File: src/rtl/plr_pkg.sv
`timescale 1ns/100ps
package plr_pkg;
  typedef enum logic [2:0] {
    ACT_HOLD, ACT_LOAD, ACT_SET, ACT_RST, ACT_CLASH
  } plr_act_e;

  // pin level -> active flag, given the active polarity
  function automatic logic lvl_on(input logic pin, input bit act_high);
    return act_high ? pin : ~pin;
  endfunction

  // priority of requests: a clash beats everything, force beats load
  function automatic plr_act_e decide(input logic ld, input logic st, input logic rs);
    if (st && rs)  return ACT_CLASH;
    else if (st)   return ACT_SET;
    else if (rs)   return ACT_RST;
    else if (ld)   return ACT_LOAD;
    else           return ACT_HOLD;
  endfunction
endpackage

File: src/rtl/plr_pin_norm.sv
`timescale 1ns/100ps
module plr_pin_norm
  import plr_pkg::*;
#(
  parameter bit ACT_HIGH = 1'b1
) (
  input  logic pin_i,
  output logic on_o
);
  assign on_o = lvl_on(pin_i, ACT_HIGH);
endmodule

File: src/rtl/plr_decide.sv
`timescale 1ns/100ps
module plr_decide
  import plr_pkg::*;
#(
  parameter int unsigned W = 8,
  parameter logic [W-1:0] SET_W = '0,
  parameter logic [W-1:0] RST_W = '0
) (
  input  logic         ld_on,
  input  logic         set_on,
  input  logic         rst_on,
  input  logic [W-1:0] d,
  output plr_act_e     act,
  output logic         upd,
  output logic [W-1:0] nxt
);
  always_comb begin
    act = decide(ld_on, set_on, rst_on);
    upd = 1'b1;
    nxt = d;
    unique case (act)
      ACT_LOAD: nxt = d;
      ACT_SET:  nxt = SET_W;
      ACT_RST:  nxt = RST_W;
      default:  upd = 1'b0;
    endcase
  end
endmodule

File: src/rtl/plr_store.sv
`timescale 1ns/100ps
module plr_store #(
  parameter int unsigned W = 8,
  parameter bit RISE = 1'b1,
  parameter bit ASYNC = 1'b0,
  parameter logic [W-1:0] SET_W = '0,
  parameter logic [W-1:0] RST_W = '0,
  parameter logic [W-1:0] INIT_W = '0
) (
  input  logic         clk,
  input  logic         frc_set,   // exclusive async set request (0 in sync mode)
  input  logic         frc_rst,   // exclusive async reset request (0 in sync mode)
  input  logic         upd,
  input  logic [W-1:0] nxt,
  output logic [W-1:0] q
);
  logic [W-1:0] q_r = INIT_W;
  logic smp_clk;
  assign smp_clk = RISE ? clk : ~clk;

  if (RISE && ASYNC) begin : g_rise_async
    always_ff @(posedge clk or posedge frc_set or posedge frc_rst)
      if (frc_set)      q_r <= SET_W;
      else if (frc_rst) q_r <= RST_W;
      else if (upd)     q_r <= nxt;
  end else if (!RISE && ASYNC) begin : g_fall_async
    always_ff @(negedge clk or posedge frc_set or posedge frc_rst)
      if (frc_set)      q_r <= SET_W;
      else if (frc_rst) q_r <= RST_W;
      else if (upd)     q_r <= nxt;
  end else if (RISE) begin : g_rise_sync
    always_ff @(posedge clk)
      if (upd) q_r <= nxt;
  end else begin : g_fall_sync
    always_ff @(negedge clk)
      if (upd) q_r <= nxt;
  end

  assign q = q_r;

  AST_UPD_TAKES: assert property (@(posedge smp_clk) disable iff (frc_set || frc_rst)
    upd |=> q_r == $past(nxt));
  AST_IDLE_HOLDS: assert property (@(posedge smp_clk) disable iff (frc_set || frc_rst)
    !upd |=> $stable(q_r));
  AST_ASYNC_SET_WORD: assert property (@(posedge smp_clk)
    frc_set |-> q_r == SET_W);
  AST_ASYNC_RST_WORD: assert property (@(posedge smp_clk)
    frc_rst |-> q_r == RST_W);
endmodule

File: src/rtl/plr_top.sv
`timescale 1ns/100ps
module plr_top
  import plr_pkg::*;
#(
  parameter int unsigned W = 8,
  parameter bit RISE_EDGE = 1'b1,
  parameter bit LOAD_HIGH = 1'b1,
  parameter bit SR_HIGH = 1'b1,
  parameter bit ASYNC_SR = 1'b0,
  parameter longint unsigned SET_VAL = 64'hFF,
  parameter longint unsigned RST_VAL = 64'h0,
  parameter longint unsigned INIT_VAL = 64'h0
) (
  input  logic         clk,
  input  logic         load_i,
  input  logic         set_i,
  input  logic         rst_i,
  input  logic [W-1:0] d_i,
  output logic [W-1:0] q_o
);
  localparam logic [W-1:0] SET_W  = W'(SET_VAL);
  localparam logic [W-1:0] RST_W  = W'(RST_VAL);
  localparam logic [W-1:0] INIT_W = W'(INIT_VAL);

  logic ld_on, set_on, rst_on;
  logic frc_set, frc_rst;   // named force events for the checks
  logic upd;
  logic [W-1:0] nxt;
  plr_act_e act;
  logic smp_clk;

  plr_pin_norm #(.ACT_HIGH(LOAD_HIGH)) u_ld  (.pin_i(load_i), .on_o(ld_on));
  plr_pin_norm #(.ACT_HIGH(SR_HIGH))   u_set (.pin_i(set_i),  .on_o(set_on));
  plr_pin_norm #(.ACT_HIGH(SR_HIGH))   u_rst (.pin_i(rst_i),  .on_o(rst_on));

  // async force only when exactly one of set/reset is active; clash holds
  assign frc_set = ASYNC_SR & set_on & ~rst_on;
  assign frc_rst = ASYNC_SR & rst_on & ~set_on;
  assign smp_clk = RISE_EDGE ? clk : ~clk;

  plr_decide #(.W(W), .SET_W(SET_W), .RST_W(RST_W)) u_dec (
    .ld_on(ld_on), .set_on(set_on), .rst_on(rst_on), .d(d_i),
    .act(act), .upd(upd), .nxt(nxt)
  );

  plr_store #(.W(W), .RISE(RISE_EDGE), .ASYNC(ASYNC_SR),
              .SET_W(SET_W), .RST_W(RST_W), .INIT_W(INIT_W)) u_sto (
    .clk(clk), .frc_set(frc_set), .frc_rst(frc_rst),
    .upd(upd), .nxt(nxt), .q(q_o)
  );

  AST_CLASH_HOLDS: assert property (@(posedge smp_clk) disable iff (frc_set || frc_rst)
    (act == ACT_CLASH) |=> $stable(q_o));

  if (!ASYNC_SR) begin : g_sync_chk
    AST_SYNC_SET: assert property (@(posedge smp_clk)
      (set_on && !rst_on) |=> q_o == SET_W);
    AST_SYNC_RST: assert property (@(posedge smp_clk)
      (rst_on && !set_on) |=> q_o == RST_W);
  end
endmodule

File: config.mk
export PLATFORM = sky130hd
export DESIGN_NAME = plr_top
export DESIGN_NICKNAME = d
export VERILOG_FILES = /design/src/rtl/plr_pkg.sv /design/src/rtl/plr_pin_norm.sv /design/src/rtl/plr_decide.sv /design/src/rtl/plr_store.sv /design/src/rtl/plr_top.sv
export SDC_FILE = /design/constraint.sdc
export NUM_CORES = 1
export LEC_CHECK = 0
export ABC_AREA = 1
export ABC_CLOCK_PERIOD_IN_PS = 1200
export BUFFER_PORTS_ARGS = -buffer_cell sky130_fd_sc_hd__buf_2
export CAP_MARGIN = 25
export CORE_AREA = 2 2 39 41
export CTS_CLUSTER_DIAMETER = 200
export DETAILED_ROUTE_END_ITERATION = 6
export DIE_AREA = 0 0 41 43
export SETUP_SLACK_MARGIN = 0.1
export SLEW_MARGIN = 20
export SYNTH_ARGS = -nofsm -noshare
export SYNTH_HDL_FRONTEND = slang
export SYNTH_SLANG_ARGS = --single-unit
File: constraint.sdc
create_clock -name clk -period 1.2 [get_ports clk]
set_input_delay 0.06 -clock clk [delete_from_list [all_inputs] [get_ports clk]]
set_output_delay 0.06 -clock clk [all_outputs]
set_load 0.02 [all_outputs]
### Yosys cells after proc, flatten, opt, wreduce, memory -nomap -nowiden

Cells that the tools add are included.
Widths: inputs -> output; s select.

* register bits after elaboration: 8
* input port bits: 12
* logic and storage cells: 12

* equal/unequal tests: 3
* mux-type cells: 6
* reduce and logical (&&, ||, !) cells: 2

Operator list (count)
* $pmux 8 s2: 1
* $mux 3: 3
* $eq 3x2->1 const B: 2
* $eq 3x1->1 const B: 1
* $reduce_or 3->1: 1
* $mux 1: 2
* $logic_and 1x1->1: 1

### Depth between registers and ports, before layout

* depth after elaboration: 7
* mapped depth: 6
* depth with buffers taken out: 5

### By module

From an unflattened synthesis, not the netlist that was laid out.

* cell total of the unflattened synthesis: 44
* area, all modules: 450.4 um2

Modules (own cells, without submodules)
* plr_store: times used 1, cells each 8, area each 240.2 um2, seq. area each 240.2 um2
* plr_decide: times used 1, cells each 32, area each 183.9 um2, seq. area each 0.0 um2
* plr_pin_norm: times used 3, cells each 1, area each 7.5 um2, seq. area each 0.0 um2
* plr_top: times used 1, cells each 1, area each 3.8 um2, seq. area each 0.0 um2

### Least setup slack after synthesis

Ideal clock, no wire load.

* kind: input port to flip-flop
* start point: input port rst_i
* end point: register u_sto.q_r[0], in the netlist u_sto.q[0], data pin
* library setup time: 255 ps
* arrival: 633 ps
* required time: 945 ps
* path slack: 312 ps
* cell stages on the path: 6
* buffers on the path: 1
* cells stage by stage: inv_1 ha_1 buf_6 inv_2 nand2_4 nand2_1

* longest elaborated chain between the ends: 5
* elaborated cells between the ends (all ways): 7
* classes of those cells: eq/ne: 2; mux: 4; reduce/logical: 1

Ends and longest elaborated chain
* start: declaration: line plr_top.sv:17 `input logic rst_i,`
* $mux 3: line plr_pkg.sv:16 `else if (rs) return ACT_RST;`
* $mux 3: line plr_pkg.sv:15 `else if (st) return ACT_SET;`
* $mux 3 *: line plr_pkg.sv:14 `if (st && rs) return ACT_CLASH;`
* $eq 3x2->1: line plr_decide.sv:21 `unique case (act)`
* $pmux 8 s2 *: line plr_decide.sv:21
* named net nxt[0]: line plr_top.sv:28 `logic [W-1:0] nxt;`
* end signal: assignment: line plr_store.sv:33 `if (upd) q_r <= nxt;`
* end: declaration: line plr_store.sv:17 `logic [W-1:0] q_r = INIT_W;`

The timed path passes the listed nets; every way through them passes the cells marked *.
A chain may end at the register's enable or synchronous reset.

### Worst setup path in the final report

* start point: input port set_i
* end point: register u_sto.q_r[2], in the netlist u_sto.q[2] (enable)

* longest elaborated chain between the ends: 5
* elaborated cells between the ends (all ways): 8
* classes of those cells: eq/ne: 3; mux: 3; reduce/logical: 2

Ends and longest elaborated chain
* start: declaration: line plr_top.sv:16 `input logic set_i,`
* $mux 3 / $logic_and 1x1->1 (equally long branches): line plr_pkg.sv:15, plr_pkg.sv:14
* $mux 3 *: line plr_pkg.sv:14
* $eq 3x1->1 / $eq 3x2->1 (equally long branches): line plr_decide.sv:21
* $reduce_or 3->1 (no source line) *
* $mux 1 *: line plr_decide.sv:21
* named net u_dec.upd: line plr_decide.sv:14 `output logic upd,`

Marked as above.

==> metrics.yaml <==
critical_path:
  slowest_delay_ps: 260
  endpoint: "u_sto.q[2]"
  crit_slowest_cell: "nand2_1"
  cp.depth: 5
  worstPathRequired_ps: 1110
  crit_chain: "buf_2, ha_1, nor2_1, nand2_1, nand2_1"
  cp_max_fo: 8
  critPathKind: "primary input to register"
  crit_arrival_ps: 760
  cpMostUsedCell: "nand2_1"
  setup.worst_path.start: "set_i"
  critPathLaunchType: "primary input"
  critPathTopFamily: "simple AND/OR/NAND/NOR gates"
  critPathBufInv: 1
  critPathCaptureType: "register"
cells_and_area:
  drive_above_1_share_pct: 43.1
  final_cell_mix: "19 x nand2_1, 19 x buf_2, 8 x edfxtp_1, 3 x inv_1, 3 x clkbuf_4"
  nNetsFinal: 74
  largest_reg_flops: 8
  antenna_cells: 0
  area_delta_synth_final_pct: 35.4
synthesis:
  ys_ff_latch: 8
  syn_inst: 36
  yosys.cell_types.count: 8
  syn_nets: 50
  syn-cell-area_um2: 378
  avgSynthCellArea_um2: 10.5
  synth-seq-area-share_pct: 63.6
  yosysWarningCount: 0
grt:
  grt_util_all_layers_pct: 9.11
  grt_max_degree: 9
  antenna_found_initial: 0
  grt_pass1_vias: 295
  grt_pass1_wl_um: 1010
  gr-total-overflow: 0
clock_network:
  numCtsBuffers: 3
  cts_max_path_buffers: 2
  cts.clk_slew.worst_paths_ps: 50
  h-tree-depth: 1
  cts.sinks: 8
  cts-resized-gates: 0
  cts_root_buf: "clkbuf_4"
  postCtsHoldBufs: 0
  post_cts_buffers: 0
  cts_tree: "yes"
placement:
  gp_congestion: 0.602
  io_buffers: 19
  dp_slack_ps: 83.4
  dp_hpwl_um: 541
route:
  drc: 0
  ant_nets: 0
  viasPerCell: 4.11
  drtPass1Iterations: 4
  routed_wl_um: 660
  post_drt_wl_per_cell_um: 8.92
  first_iter_violations: 11
  vias: 304
job:
  max_cap_viol_count: 0
power_and_ir_drop:
  switching_share_pct: 26.9
  p_int_w: 0.000530
  leakage_nw: 0.281
  pwr-share-comb_pct: 22.9
  vdd_ir_drop_max_uv: 299
  power_frac_seq_pct: 50.3
  switching_power_w: 0.000195
  pwr_density_cell_mw_per_mm2: 1420
  clockPowerShare_pct: 26.9
run_status:
  outcome: "finished clean"
die:
  fp.dieArea_mm2: 0.00176
  io_pins: 20
  core_mm2: 0.00138
  start_util_pct: 27.3
  fp.dieW_um: 41
  num_rows: 14
  die_h_um: 43
sta:
  tightest_slew_ps: 339
  tns_ps: 0
  relSlewSlack_pct: 77.4
  slew_violations: 0
  fin_ws_ps: 354
  finalHoldViolations: 0
  fmax_mhz: 1180
  finalCritPeriodShare_pct: 70.5
  setup_viol: 0
  fin_crit_ps: 846
  grt_setup_unrepaired: "false"
worst_hold_path:
  hold_class: "primary input to register"
worst min-delay path by stage:
stage / start / endpoint / slack (ps) / cells after the start
final: d_i[2] / u_sto.q[2] / 80 / 3
after global routing: d_i[2] / u_sto.q[2] / 80 / 3
after CTS: d_i[7] / u_sto.q[7] / 80 / 3
after detailed placement: d_i[7] / u_sto.q[7] / 340 / 3
after global placement: d_i[2] / u_sto.q[2] / 330 / 3
after floorplan: d_i[2] / u_sto.q[2] / 240 / 2
final cells by class:
class	count	area (µm²)
Clock buffer	3	22.5
Inverter	4	15.0
Tap cell	16	20.0
Sequential cell	8	240
Timing Repair Buffer	20	103
Multi-Input combinational cell	23	111
Fill cell	151	872
per-stage QoR:
stage | cell area (µm²) | std cells | hold WS (ps) | util (%) | total power [W]
after floorplan | 378 | 36 | 242 | - | 0.000478
after global placement | 489 | 71 | 334 | 35.4 | 0.000533
after detailed placement | 489 | 71 | 339 | 35.4 | 0.000538
after CTS | 512 | 74 | 79.0 | 37.0 | 0.000738
after global routing | 512 | 74 | 84.1 | 37.0 | 0.000763
final | 512 | 74 | 84.2 | 37.0 | 0.000724
synthesized netlist by cell type:
master,count,share of area (%)
nand2_4,1,3.0
ha_1,2,6.6
nand2_1,19,19
nor2_1,1,0.99
edfxtp_1,8,64
inv_2,1,0.99
buf_6,1,3.0
inv_1,3,3.0
worst min-delay path, delay by kind of cell:
kind          cells  cell delay [ps]
simple gates      2               90
buf+inv           1               70
power by group through the flow:
stage	Clock, W	Sequential [W]	Combinational, W
2_1_floorplan	0	0.000423	0.0000551
3_3_place_gp	0	0.000368	0.000165
3_5_place_dp	0	0.000371	0.000168
4_1_cts	0.000205	0.000365	0.000168
5_1_grt	0.000210	0.000370	0.000183
6_report	0.000194	0.000364	0.000166
per-layer routing:
metal	vias up	track usage [%]	wire length (µm)
met5	-	0	0
met4	0	12.0	0
met3	0	1.57	55
met2	15	14.7	369
met1	132	7.26	236
li1	157	-	-
logic make-up (layout without fill, tap and decap cells):
family | count (synthesis) | in the layout | share of synthesized area, %
simple gates | 21 | 21 | 22.8
flops | 8 | 8 | 63.6
buf+inv | 5 | 27 | 6.95
fa+ha+maj | 2 | 2 | 6.62
Note: power is estimated with default switching activity, not from simulation.
